## config.mk

```make
export PLATFORM = sky130hd
export DESIGN_NAME = deadman_timer
export DESIGN_NICKNAME = d
export VERILOG_FILES = /design/src/rtl/dmt_pkg.sv /design/src/rtl/dmt_counter.sv /design/src/rtl/dmt_keyseq.sv /design/src/rtl/dmt_status.sv /design/src/rtl/dmt_regif.sv /design/src/rtl/deadman_timer.sv
export SDC_FILE = /design/constraint.sdc
export NUM_CORES = 1
export LEC_CHECK = 0
export ABC_AREA = 1
export BUFFER_PORTS_ARGS = -buffer_cell sky130_fd_sc_hd__buf_2
export CAP_MARGIN = 0
export CORE_MARGIN = 2
export CORE_UTILIZATION = 35
export DETAILED_ROUTE_END_ITERATION = 10
export PLACE_DENSITY = 0.71
export SLEW_MARGIN = 10
export SYNTH_ARGS = -nofsm -noshare
export SYNTH_HDL_FRONTEND = slang
export SYNTH_SLANG_ARGS = --single-unit
```

## constraint.sdc

```tcl
create_clock -name clk -period 1.7 [get_ports clk]
set_input_delay 0.17 -clock clk [delete_from_list [all_inputs] [get_ports clk]]
set_output_delay 0.17 -clock clk [all_outputs]
set_load 0.05 [all_outputs]
```

## src/rtl/dmt_pkg.sv

```systemverilog
package dmt_pkg;
  localparam int ADDR_W = 8;
  localparam int DATA_W = 32;

  localparam logic [ADDR_W-1:0] OFS_CTRL   = 8'h00;
  localparam logic [ADDR_W-1:0] OFS_ARM    = 8'h10;
  localparam logic [ADDR_W-1:0] OFS_KICK   = 8'h20;
  localparam logic [ADDR_W-1:0] OFS_STAT   = 8'h30;
  localparam logic [ADDR_W-1:0] OFS_CNT    = 8'h40;
  localparam logic [ADDR_W-1:0] OFS_RCAUSE = 8'h50;
  localparam logic [ADDR_W-1:0] OFS_PERIOD = 8'h60;
  localparam logic [ADDR_W-1:0] OFS_WIN    = 8'h70;

  localparam logic [DATA_W-1:0] ARM_WORD  = 32'h0000_4000;
  localparam logic [DATA_W-1:0] KICK_WORD = 32'h0000_0008;

  localparam int BIT_RUN   = 15;
  localparam int BIT_WIN   = 0;
  localparam int BIT_EVT   = 5;
  localparam int BIT_ERR2  = 6;
  localparam int BIT_ERR1  = 7;
  localparam int BIT_CAUSE = 5;

  typedef struct packed {
    logic err1;
    logic err2;
    logic evt;
    logic win;
  } stat_t;
endpackage

```

## src/rtl/dmt_counter.sv

```systemverilog
module dmt_counter #(
  parameter int PERIOD = 1000,
  parameter int WINDOW = 600,
  parameter int CNT_W  = 10
) (
  input  logic             clk,
  input  logic             rst_n,
  input  logic             run,
  input  logic             kick_ok,
  output logic [CNT_W-1:0] cnt_q,
  output logic             win_open,
  output logic             expire
);
  localparam logic [CNT_W-1:0] LAST = CNT_W'(PERIOD - 1);
  localparam logic [CNT_W-1:0] WPT  = CNT_W'(WINDOW);

  assign expire   = run && (cnt_q == LAST) && !kick_ok;
  assign win_open = (cnt_q >= WPT);

  always_ff @(posedge clk) begin
    if (!rst_n)                      cnt_q <= '0;
    else if (!run || kick_ok || expire) cnt_q <= '0;
    else                             cnt_q <= cnt_q + 1'b1;
  end
endmodule

```

## src/rtl/dmt_keyseq.sv

```systemverilog
module dmt_keyseq (
  input  logic clk,
  input  logic rst_n,
  input  logic run,
  input  logic arm_wr,
  input  logic arm_match,
  input  logic kick_wr,
  input  logic kick_match,
  input  logic win_open,
  input  logic expire,
  output logic kick_ok,
  output logic bad_first,
  output logic bad_second
);
  logic armed_q;

  assign bad_first  = run && ((arm_wr && !arm_match) || (kick_wr && !armed_q));
  assign bad_second = run && kick_wr && armed_q && (!kick_match || !win_open);
  assign kick_ok    = run && kick_wr && armed_q && kick_match && win_open;

  always_ff @(posedge clk) begin
    if (!rst_n)                armed_q <= 1'b0;
    else if (!run || expire)   armed_q <= 1'b0;
    else if (kick_wr)          armed_q <= 1'b0;
    else if (arm_wr)           armed_q <= arm_match;
  end
endmodule

```

## src/rtl/dmt_status.sv

```systemverilog
module dmt_status (
  input  logic clk,
  input  logic rst_n,
  input  logic bad_first,
  input  logic bad_second,
  input  logic expire,
  input  logic cause_clr,
  output logic err1_q,
  output logic err2_q,
  output logic evt_q,
  output logic cause_q,
  output logic rst_req_q
);
  logic fire;
  assign fire = bad_first || bad_second || expire;

  always_ff @(posedge clk) begin
    if (!rst_n) begin
      err1_q    <= 1'b0;
      err2_q    <= 1'b0;
      evt_q     <= 1'b0;
      cause_q   <= 1'b0;
      rst_req_q <= 1'b0;
    end else begin
      if (bad_first)  err1_q <= 1'b1;
      if (bad_second) err2_q <= 1'b1;
      if (fire)       evt_q  <= 1'b1;
      if (fire)           cause_q <= 1'b1;
      else if (cause_clr) cause_q <= 1'b0;
      rst_req_q <= fire;
    end
  end
endmodule

```

## src/rtl/dmt_regif.sv

```systemverilog
module dmt_regif
  import dmt_pkg::*;
#(
  parameter int PERIOD = 1000,
  parameter int WINDOW = 600,
  parameter int CNT_W  = 10
) (
  input  logic              clk,
  input  logic              rst_n,
  input  logic              req_valid,
  output logic              req_ready,
  input  logic              req_write,
  input  logic [ADDR_W-1:0] req_addr,
  input  logic [DATA_W-1:0] req_wdata,
  output logic              rsp_valid,
  output logic [DATA_W-1:0] rsp_rdata,
  input  logic [CNT_W-1:0]  cnt,
  input  stat_t             stat,
  input  logic              cause,
  output logic              run_q,
  output logic              arm_wr,
  output logic              arm_match,
  output logic              kick_wr,
  output logic              kick_match,
  output logic              cause_clr
);
  logic blk_q, take, wr, rd;
  logic [DATA_W-1:0] rmux;

  assign req_ready  = !blk_q;
  assign take       = req_valid && req_ready;
  assign wr         = take && req_write;
  assign rd         = take && !req_write;
  assign arm_wr     = wr && (req_addr == OFS_ARM);
  assign kick_wr    = wr && (req_addr == OFS_KICK);
  assign arm_match  = (req_wdata == ARM_WORD);
  assign kick_match = (req_wdata == KICK_WORD);
  assign cause_clr  = wr && (req_addr == OFS_RCAUSE) && req_wdata[BIT_CAUSE];

  always_ff @(posedge clk) begin
    if (!rst_n) begin
      run_q <= 1'b0;
      blk_q <= 1'b0;
    end else begin
      blk_q <= wr && (req_addr == OFS_CTRL) && run_q && !req_wdata[BIT_RUN];
      if (wr && (req_addr == OFS_CTRL)) run_q <= req_wdata[BIT_RUN];
    end
  end

  always_comb begin
    rmux = '0;
    case (req_addr)
      OFS_CTRL:   rmux[BIT_RUN] = run_q;
      OFS_STAT: begin
        rmux[BIT_ERR1] = stat.err1;
        rmux[BIT_ERR2] = stat.err2;
        rmux[BIT_EVT]  = stat.evt;
        rmux[BIT_WIN]  = stat.win;
      end
      OFS_CNT:    rmux = DATA_W'(cnt);
      OFS_RCAUSE: rmux[BIT_CAUSE] = cause;
      OFS_PERIOD: rmux = DATA_W'(PERIOD);
      OFS_WIN:    rmux = DATA_W'(WINDOW);
      default:    rmux = '0;
    endcase
  end

  always_ff @(posedge clk) begin
    if (!rst_n) begin
      rsp_valid <= 1'b0;
      rsp_rdata <= '0;
    end else begin
      rsp_valid <= rd;
      if (rd) rsp_rdata <= rmux;
    end
  end
endmodule

```

## src/rtl/deadman_timer.sv

```systemverilog
module deadman_timer #(
  parameter int PERIOD = 1000,
  parameter int WINDOW = 600
) (
  input  logic        clk,
  input  logic        rst_n,
  input  logic        req_valid,
  output logic        req_ready,
  input  logic        req_write,
  input  logic [7:0]  req_addr,
  input  logic [31:0] req_wdata,
  output logic        rsp_valid,
  output logic [31:0] rsp_rdata,
  output logic        rst_req
);
  import dmt_pkg::*;
  localparam int CNT_W = $clog2(PERIOD + 1);

  logic             run_q, arm_wr, arm_match, kick_wr, kick_match, cause_clr;
  logic             kick_ok, bad_first, bad_second, win_open, expire;
  logic             err1_q, err2_q, evt_q, cause_q;
  logic [CNT_W-1:0] cnt_q;
  stat_t            stat;

  assign stat = '{err1: err1_q, err2: err2_q, evt: evt_q, win: win_open};

  dmt_regif #(.PERIOD(PERIOD), .WINDOW(WINDOW), .CNT_W(CNT_W)) u_regif (
    .clk(clk), .rst_n(rst_n),
    .req_valid(req_valid), .req_ready(req_ready), .req_write(req_write),
    .req_addr(req_addr), .req_wdata(req_wdata),
    .rsp_valid(rsp_valid), .rsp_rdata(rsp_rdata),
    .cnt(cnt_q), .stat(stat), .cause(cause_q),
    .run_q(run_q), .arm_wr(arm_wr), .arm_match(arm_match),
    .kick_wr(kick_wr), .kick_match(kick_match), .cause_clr(cause_clr)
  );

  dmt_counter #(.PERIOD(PERIOD), .WINDOW(WINDOW), .CNT_W(CNT_W)) u_cnt (
    .clk(clk), .rst_n(rst_n), .run(run_q), .kick_ok(kick_ok),
    .cnt_q(cnt_q), .win_open(win_open), .expire(expire)
  );

  dmt_keyseq u_keys (
    .clk(clk), .rst_n(rst_n), .run(run_q),
    .arm_wr(arm_wr), .arm_match(arm_match),
    .kick_wr(kick_wr), .kick_match(kick_match),
    .win_open(win_open), .expire(expire),
    .kick_ok(kick_ok), .bad_first(bad_first), .bad_second(bad_second)
  );

  dmt_status u_stat (
    .clk(clk), .rst_n(rst_n),
    .bad_first(bad_first), .bad_second(bad_second), .expire(expire),
    .cause_clr(cause_clr),
    .err1_q(err1_q), .err2_q(err2_q), .evt_q(evt_q), .cause_q(cause_q),
    .rst_req_q(rst_req)
  );
endmodule

```

# --- After elaboration in Yosys (flattened, before gate mapping) ---
# Index checks and enable logic that the tools add are counted.
totals:
  register_bits: 35
  latchBits: 0
  ram_bits: 0
  romBits: 0
  out_inout_bits: 35
  word_cells: 72
  n_memories: 0
classes:
  addsub: 1
  mul: 0
  div_mod_pow: 0
  n_lt_le_gt_ge: 1
  eq_ne: 10
  n_shift: 0
  muxes: 8
  bitwise: 1
  n_reduce_logical: 40
op_table:
  columns: ["op", "n"]
  rows:
  - ["32-bit by 15-bit == test with 1-bit output, second input constant", 1]
  - ["32-bit by 4-bit == test with 1-bit output, second input constant", 1]
  - ["8-bit by 7-bit == test with 1-bit output, second input constant", 4]
  - ["1-bit logical AND", 20]
  - ["8-bit by 6-bit == test with 1-bit output, second input constant", 2]
  - ["4-bit case mux with 3 select lines", 1]
  - ["10-bit by 1-bit adder with 10-bit output, second input constant", 1]
  - ["10-bit == test, second input constant", 1]
  - ["10-bit >= comparator, second input constant", 1]
  - ["1-bit zero test", 9]
  - ["8-bit by 5-bit == test with 1-bit output, second input constant", 1]
  - ["8-bit zero test", 1]
  - ["2-bit case mux with 4 select lines", 1]
  - ["1-bit logical OR", 7]
  - ["2-bit case mux with 3 select lines", 1]
  - ["1-bit case mux with 4 select lines", 1]
  - ["1-bit two-way mux", 3]
  - ["3-bit OR reduction", 1]
  - ["1-bit case mux with 2 select lines", 1]
  - ["2-bit nonzero test", 1]
  - ["2-bit OR reduction", 1]
  - ["1-bit NOT", 1]

# --- Logic depth before layout (Yosys ltp) ---
# Gate-level depths: netlist (run 1).
depth:
  depth_word: 12
  ltp_mapped: 12
  mapped_depth_nobuf: 12

# --- By module ---
# A second synthesis (run 1) with hierarchy kept.
hier_totals:
  hier_cells: 268
  area_unflattened_um2: 1814.2
by_module_without_submodules:
  columns: ["mod", "n_inst", "cells_each", "area_each_um2", "seq_area_each_um2"]
  rows:
  - ["dmt_regif", 1, 160, 1037.2, 280.3]
  - ["dmt_counter", 1, 70, 526.8, 200.2]
  - ["dmt_status", 1, 19, 158.9, 100.1]
  - ["dmt_keyseq", 1, 19, 91.3, 20.0]

# --- Worst setup path before layout (run 1) ---
# OpenSTA, ideal clock, no wires.
synth_timing:
  path_kind: "reg-to-reg"
  from: "register u_regif.blk_q"
  to: "register u_stat.cause_q"
  setup_ns: 0.115
  arrival_time_ns: 1.489
  required_time_ns: 1.585
  setup_slack_ns: 0.096
  path_stages_with_launch: 11
  n_path_buf: 0
  period_less_slack_ns: 1.604
  cell_sequence: "dfxtp_1 inv_1 nand3_1 nor2_1 nand2_1 nor2_2 nand3_2 nand2_2 nand3_1 nand2_1 nand2_1"
synth_via:
  elab_chain_cells: 12
  elab_cells_between_ends: 22
  classes_between: "1 x mux; 21 x reduce/logical"
synth_rtl:
  columns: ["item", "line", "source"]
  rows:
  - ["from (decl)", "dmt_regif.sv:27", "logic blk_q, take, wr, rd;"]
  - ["from (signal assigned)", "dmt_regif.sv:45", "blk_q <= wr && (req_addr == OFS_CTRL) && run_q && !req_wdata[BIT_RUN];"]
  - ["1-bit zero test *", "dmt_regif.sv:30", "assign req_ready = !blk_q;"]
  - ["net req_ready", "deadman_timer.sv:8", "output logic req_ready,"]
  - ["1-bit logical AND *", "dmt_regif.sv:31", "assign take = req_valid && req_ready;"]
  - ["1-bit logical AND *", "dmt_regif.sv:32", "assign wr = take && req_write;"]
  - ["1-bit logical AND", "dmt_regif.sv:35", "assign kick_wr = wr && (req_addr == OFS_KICK);"]
  - ["1-bit logical AND (2 in a row)", "dmt_keyseq.sv:18, dmt_keyseq.sv:19", null]
  - ["1-bit logical AND (2 in a row)", "dmt_keyseq.sv:19", "assign kick_ok = run && kick_wr && armed_q && kick_match && win_open;"]
  - ["1-bit zero test", "dmt_counter.sv:17", "assign expire = run && (cnt_q == LAST) && !kick_ok;"]
  - ["1-bit logical AND", "dmt_counter.sv:17", null]
  - ["1-bit logical OR", "dmt_status.sv:15", "assign fire = bad_first || bad_second || expire;"]
  - ["1-bit two-way mux or 2-bit nonzero test (tied branches)", null, null]
  - ["to (signal assigned)", "dmt_status.sv:22", "cause_q <= 1'b0;"]
  - ["to (signal assigned)", "dmt_status.sv:28", "if (fire) cause_q <= 1'b1;"]
  - ["to (signal assigned)", "dmt_status.sv:29", "else if (cause_clr) cause_q <= 1'b0;"]
  - ["to (decl)", "dmt_status.sv:11", "output logic cause_q,"]
# The timed path passes the listed nets; every way through them passes the cells marked *.
# A chain may end at the register's enable or synchronous reset.

# --- Worst setup path in the final report (run 1) ---
layout_timing:
  from: "register u_cnt.cnt_q[1]"
  to: "register u_stat.cause_q"
layout_via:
  elab_chain_cells: 7
  elab_cells_between_ends: 13
  classes_between: "1 x order compare; 1 x eq/ne; 1 x mux; 10 x reduce/logical"
layout_rtl:
  columns: ["item", "line", "source"]
  rows:
  - ["from (decl)", "dmt_counter.sv:10", "output logic [CNT_W-1:0] cnt_q,"]
  - ["from (signal assigned)", "dmt_counter.sv:23", "else cnt_q <= cnt_q + 1'b1;"]
  - ["10-bit >= comparator", "dmt_counter.sv:18", "assign win_open = (cnt_q >= WPT);"]
  - ["1-bit zero test", "dmt_keyseq.sv:18", "assign bad_second = run && kick_wr && armed_q && (!kick_match || !win_open);"]
  - ["1-bit logical OR", "dmt_keyseq.sv:18", null]
  - ["1-bit logical AND", "dmt_keyseq.sv:18", null]
  - ["1-bit logical OR", "dmt_status.sv:15", null]
  - ["1-bit logical OR *", "dmt_status.sv:15", null]
  - ["1-bit two-way mux or 2-bit nonzero test (tied branches)", null, null]
# Mark *: on every way between the ends. The rest lies on a longest branch, timed or not.

==> results of run 1 <==
==> per-layer routing <==
layer | up-vias | wire (um) | track usage, %
met5 | - | 0 | 0
met4 | 0 | 58 | 7.09
met3 | 4 | 273 | 3.55
met2 | 53 | 1990 | 25.8
met1 | 798 | 1850 | 17.5
li1 | 973 | - | -
==> path summary, 6_finish.rpt <==
path,cells after the start,endpoint
min reg2reg,2,u_stat.evt_q
max reg2reg,7,u_stat.cause_q
min,2,u_regif.blk_q
max,7,u_stat.cause_q
==> final cells by class <==
class	count	area share [%]
inverters	48	8.10
multi-input cells	209	43.0
flip-flops and latches	30	27.0
clock inverters	1	0.225
well taps	70	3.94
clock buffers	7	3.88
repair buffers	60	13.8
==> Yosys cell counts, drive strengths merged <==
cell type  count  area, um^2
nor2          52         203
nor3           3        15.0
inv           47         176
nand2         78         298
clkbuf         1        3.75
a21oi         14        77.6
a41oi          1        8.76
nor4           1        6.26
clkinv         1        3.75
o21ai          8        43.8
xnor2          2        17.5
o211ai         1        7.51
nand3b         1        7.51
xor2           3        26.3
ha             2        25.0
o221ai         1        8.76
nand4          2        12.5
a31oi          3        18.8
buf           22         163
conb           1        3.75
dfxtp         30         601
or2            4        25.0
nand3         12        77.6
==> where the power goes <==
group / leakage [nW] / internal, W / switching [W]
Combinational: 0.824 / 0.0000640 / 0.000202
Sequential: 0.243 / 0.000711 / 0.00000403
Clock: 0.0482 / 0.000326 / 0.000266
Total: 1.11 / 0.00110 / 0.000472
==> metrics by stage <==
step / hold slack (ns) / cell area (um^2)
finish: 0.119 / 2220
global route: 0.124 / 2220
CTS: 0.113 / 2220
detailed placement: 0.414 / 2130
global placement: 0.417 / 2130
floorplan: 0.248 / 1900
==> worst max-delay path: stages (launching register included) <==
cell and delay [ns]:
dfxtp_1 0.37, ha_1 0.20, nand2_1 0.10, nor4_1 0.35
nand2_2 0.14, nand3_1 0.10, nand2_1 0.09, nand2_1 0.08
==> registers in the layout, summed over array words and instances (netlist names) <==
signal             cells
u_cnt.cnt_q           10
u_keys.armed_q         1
u_regif.blk_q          1
u_regif.rsp_rdata     11
u_regif.rsp_valid      1
u_regif.run_q          1
u_stat.cause_q         1
u_stat.err1_q          1
u_stat.err2_q          1
u_stat.evt_q           1
u_stat.rst_req_q       1
==> cells by family after synthesis <==
kind of cell,count (synthesis)
DFF,30
AOI/OAI and AO/OA,28
xor gates and xnor gates,5
and+or+nand+nor,153
buffers and inverters,71
adders and majority gates,2
other,1
==> results.json, run 1 <==
{
  "final_cell_mix": "nand2_1 (76), buf_2 (57), nor2_1 (49)",
  "route.detailed.drc": 0,
  "rrSetupSlack_ns": 0.22,
  "skew_ns": 0.00531,
  "status": "complete, no violations",
  "rsz0062_at_grt": "false",
  "clkLatencyLatePin_ns": 0.29,
  "grt_max_degree": 12,
  "multi_input_area_um2": 957,
  "core_um2": 5070,
  "power_density_nw_per_um2": 707,
  "cts_tree": "built",
  "period_share_pct": 86.9,
  "dp_cells": 417,
  "avgSynthCellArea_um2": 6.31,
  "grt_antenna_before_repair": 0,
  "hold_buffers": 0,
  "finalNetCount": 400,
  "synth-compound-area-share_pct": 9.03,
  "die_w_um": 76.3,
  "avgViaCountPerCell": 4.30,
  "syn_area_um2": 1830,
  "area_growth_pct": 21.6,
  "setup_violations": 0,
  "layout_setup_ws_ns": 0.223,
  "register_area_um2": 601,
  "start_util_pct": 36.0,
  "postCtsSetupBuffers": 0,
  "crit_path_start_kind": "flip-flop",
  "hpwl_mm": 3.35,
  "cts_resized": 0,
  "cp.arrival_ns": 1.71,
  "cp_max_fo": 4,
  "htreeDepth": 2,
  "yosys_register_bits": 30,
  "grt_pass1_vias": 1668,
  "synth_xor_area_share_pct": 2.39,
  "grt_pass1_wl_mm": 7.13,
  "maxClockFrequency_ghz": 0.677,
  "fin_cells": 425,
  "synth_top_family_by_area": "simple AND/OR/NAND/NOR gates",
  "final_common_cell": "nand2_1",
  "drv_slew": 0,
  "grt_overflow": 0,
  "row_count": 26,
  "r2r-start": "u_cnt.cnt_q[1]",
  "startpoint": "u_cnt.cnt_q[1]",
  "drtIter0Drc": 116,
  "n_fill_cell": 526,
  "port_buffers": 57,
  "tns_ns": 0,
  "ant_nets": 0,
  "seq_area_frac_synth_pct": 32.8,
  "gp_congestion": 0.817,
  "synthAdderAreaFrac_pct": 1.37,
  "ys_types": 33,
  "totalPowerFinal_w": 0.00157,
  "antenna_cells": 0,
  "hold_class": "in2reg",
  "ys_warn_count": 0,
  "post-route-util_pct": 43.8,
  "min_period_ns": 1.48,
  "pre_cts_slack_ns": 0.228,
  "drv_cap": 0,
  "cts_root_buffer": "clkbuf_8",
  "path_clk_slew_ns": 0.07,
  "crit_path_end_kind": "flip-flop",
  "wl_per_cell_um": 9.83,
  "worstPathRequired_ns": 1.93,
  "totalWireLength_mm": 4.18,
  "irDropWorstVdd_uv": 331,
  "dr.pass1.iters": 4,
  "netlist_instances": 290,
  "muxShareOfSynthArea_pct": 0,
  "clock_path_buffers": 2,
  "hold_viol": 0,
  "drive_gt1_share_pct": 22.3,
  "vias": 1828,
  "numClockSinks": 30,
  "die-area_um2": 5820,
  "hold_start": "req_wdata[15]",
  "crit_type": "reg2reg",
  "yosys.area_share.simple_pct": 35.2,
  "dieHeight_um": 76.3,
  "cts_buffers": 5,
  "leakage_nw": 1.11,
  "grt.total_usage_pct": 15.0,
  "pin_count": 79
}
Note: power is estimated with default switching activity, not from simulation.
==> inputs of run 2 (changes only) <==
--- a/config.mk
+++ b/config.mk
@@ -11,7 +11,8 @@
 export CORE_MARGIN = 2
 export CORE_UTILIZATION = 35
 export DETAILED_ROUTE_END_ITERATION = 10
-export PLACE_DENSITY = 0.71
+export GPL_ROUTABILITY_DRIVEN = 0
+export PLACE_DENSITY = 0.7
 export SLEW_MARGIN = 10
 export SYNTH_ARGS = -nofsm -noshare
 export SYNTH_HDL_FRONTEND = slang
==> results.json, run 2 (synthesized netlist as in run 1, its figures left out) <==
{
  "status": "complete, no violations",
  "crit_path_end_kind": "flip-flop",
  "period_share_pct": 88.4,
  "combPwrFrac_pct": 17.1,
  "route.detailed.drc": 0,
  "avgViaCountPerCell": 4.31,
  "crit_type": "reg2reg",
  "numClockSinks": 30,
  "cp.depth": 6,
  "maxClockFrequency_ghz": 0.665,
  "worstHoldPathCells": 2,
  "drtIter0Drc": 98,
  "area_growth_pct": 21.2,
  "start_util_pct": 36.0,
  "ff2ff_path_depth": 6,
  "htreeDepth": 2,
  "crit_family": "simple AND/OR/NAND/NOR gates",
  "final_cell_mix": "nand2_1 (76), buf_2 (57), nor2_1 (49)",
  "worstPathRequired_ns": 1.88,
  "tns_ns": 0,
  "grt_max_degree": 12,
  "leakage_nw": 1.11,
  "drive_gt1_share_pct": 22.0,
  "cts_resized": 0,
  "grt_pass1_wl_mm": 7.02,
  "reg_top3": "u_regif.rsp_rdata: 11 flops, u_cnt.cnt_q: 10 flops",
  "cts_buffers": 5,
  "die_w_um": 76.3,
  "cts_root_buffer": "clkbuf_8",
  "cp_cell_sequence": "ha_1 -> nand2_1 -> nor4_1 -> nand2_2 -> nand3_4 -> nor2_1",
  "totalWireLength_mm": 4.12,
  "irDropWorstVdd_uv": 244,
  "cp_max_fo": 10,
  "largest_register_ffs": 11,
  "switching_share_pct": 29.7,
  "multi_input_area_um2": 957,
  "hold_start": "req_wdata[15]",
  "cts_tree": "built",
  "hold_viol": 0,
  "regMostFlops": "u_regif.rsp_rdata",
  "wl_per_cell_um": 9.72,
  "postCtsSetupBuffers": 0,
  "worst_r2r_endpoint": "u_cnt.cnt_q[9]",
  "n_fill_cell": 548,
  "register_area_um2": 601,
  "clkLatencyLatePin_ns": 0.29,
  "clock_power_share_pct": 37.4,
  "dieHeight_um": 76.3,
  "cpPeakStageDelay_ns": 0.39,
  "met2_usage_pct": 25.0,
  "skew_ns": 0.00475,
  "power.switching_w": 0.000466,
  "hpwl_mm": 3.36,
  "hold_end": "u_regif.blk_q",
  "grt.total_usage_pct": 14.6,
  "cp.buffers_inverters": 0,
  "p_seq_share_pct": 45.6,
  "cp.arrival_ns": 1.68,
  "rsz0062_at_grt": "false",
  "grt_antenna_before_repair": 0,
  "min_period_ns": 1.50,
  "rrSetupSlack_ns": 0.20,
  "r2r-start": "u_cnt.cnt_q[0]",
  "pin_count": 79,
  "grt_use_met1_pct": 17.4,
  "row_count": 26,
  "drv_cap": 0,
  "clock_path_buffers": 2,
  "die-area_um2": 5820,
  "setup_violations": 0,
  "antenna_cells": 0,
  "dr.pass1.iters": 4,
  "layout_setup_ws_ns": 0.197,
  "port_buffers": 57,
  "post-route-util_pct": 43.7,
  "met3_usage_pct": 3.08,
  "top_usage_layer": "met2",
  "hold_class": "in2reg",
  "grt_overflow": 0,
  "power_density_nw_per_um2": 707,
  "hold_buffers": 0,
  "drv_slew": 0,
  "intPower_w": 0.00110,
  "crit_path_top_delay_cell": "dfxtp_1",
  "core_um2": 5070,
  "grt_pass1_vias": 1673,
  "finalNetCount": 399,
  "final_common_cell": "nand2_1",
  "vias": 1826,
  "path_clk_slew_ns": 0.06,
  "ant_nets": 0,
  "pre_cts_slack_ns": 0.186,
  "crit_path_start_kind": "flip-flop",
  "totalPowerFinal_w": 0.00157
}
[run 2: per-layer routing]
metal	vias up	routed length [um]
met5	-	0
met4	0	76
met3	9	255
met2	52	1960
met1	801	1830
li1	964	-
[run 2: final cells by class]
cell class                 count  share of cell area (%)
sequential                    30                    27.1
inverter                      48                    8.13
timing repair buffer          59                    13.5
clock buffer                   7                    3.89
clock inverter                 1                   0.226
tap                           70                    3.95
multi-input combinational    209                    43.2
[run 2: worst max path at each step]
stage                         startpoint        endpoint  slack, ns
after floorplan            u_regif.blk_q  u_stat.cause_q        0.1
after global placement    u_cnt.cnt_q[0]  u_cnt.cnt_q[1]       0.26
after detailed placement  u_cnt.cnt_q[0]  u_cnt.cnt_q[8]       0.19
after CTS                 u_cnt.cnt_q[0]  u_cnt.cnt_q[9]       0.16
after global routing      u_cnt.cnt_q[0]  u_cnt.cnt_q[9]       0.02
final                     u_cnt.cnt_q[0]  u_cnt.cnt_q[9]       0.20
[run 2: stage by stage]
step                hold slack, ns  std cells  area [um^2]
global route                 0.134        424         2220
detailed placement           0.419        416         2130
floorplan                    0.248        310         1900
finish                       0.124        424         2220
global placement             0.418        416         2130
CTS                          0.119        424         2220
[run 2: power by group through the flow]
| stage | logic, W | clock network (W) | registers [W] |
|---|---|---|---|
| 2_1_floorplan | 0.000199 | 0 | 0.000756 |
| 3_3_place_gp | 0.000264 | 0 | 0.000730 |
| 3_5_place_dp | 0.000267 | 0 | 0.000729 |
| 4_1_cts | 0.000268 | 0.000599 | 0.000714 |
| 5_1_grt | 0.000289 | 0.000634 | 0.000715 |
| 6_report | 0.000267 | 0.000585 | 0.000714 |
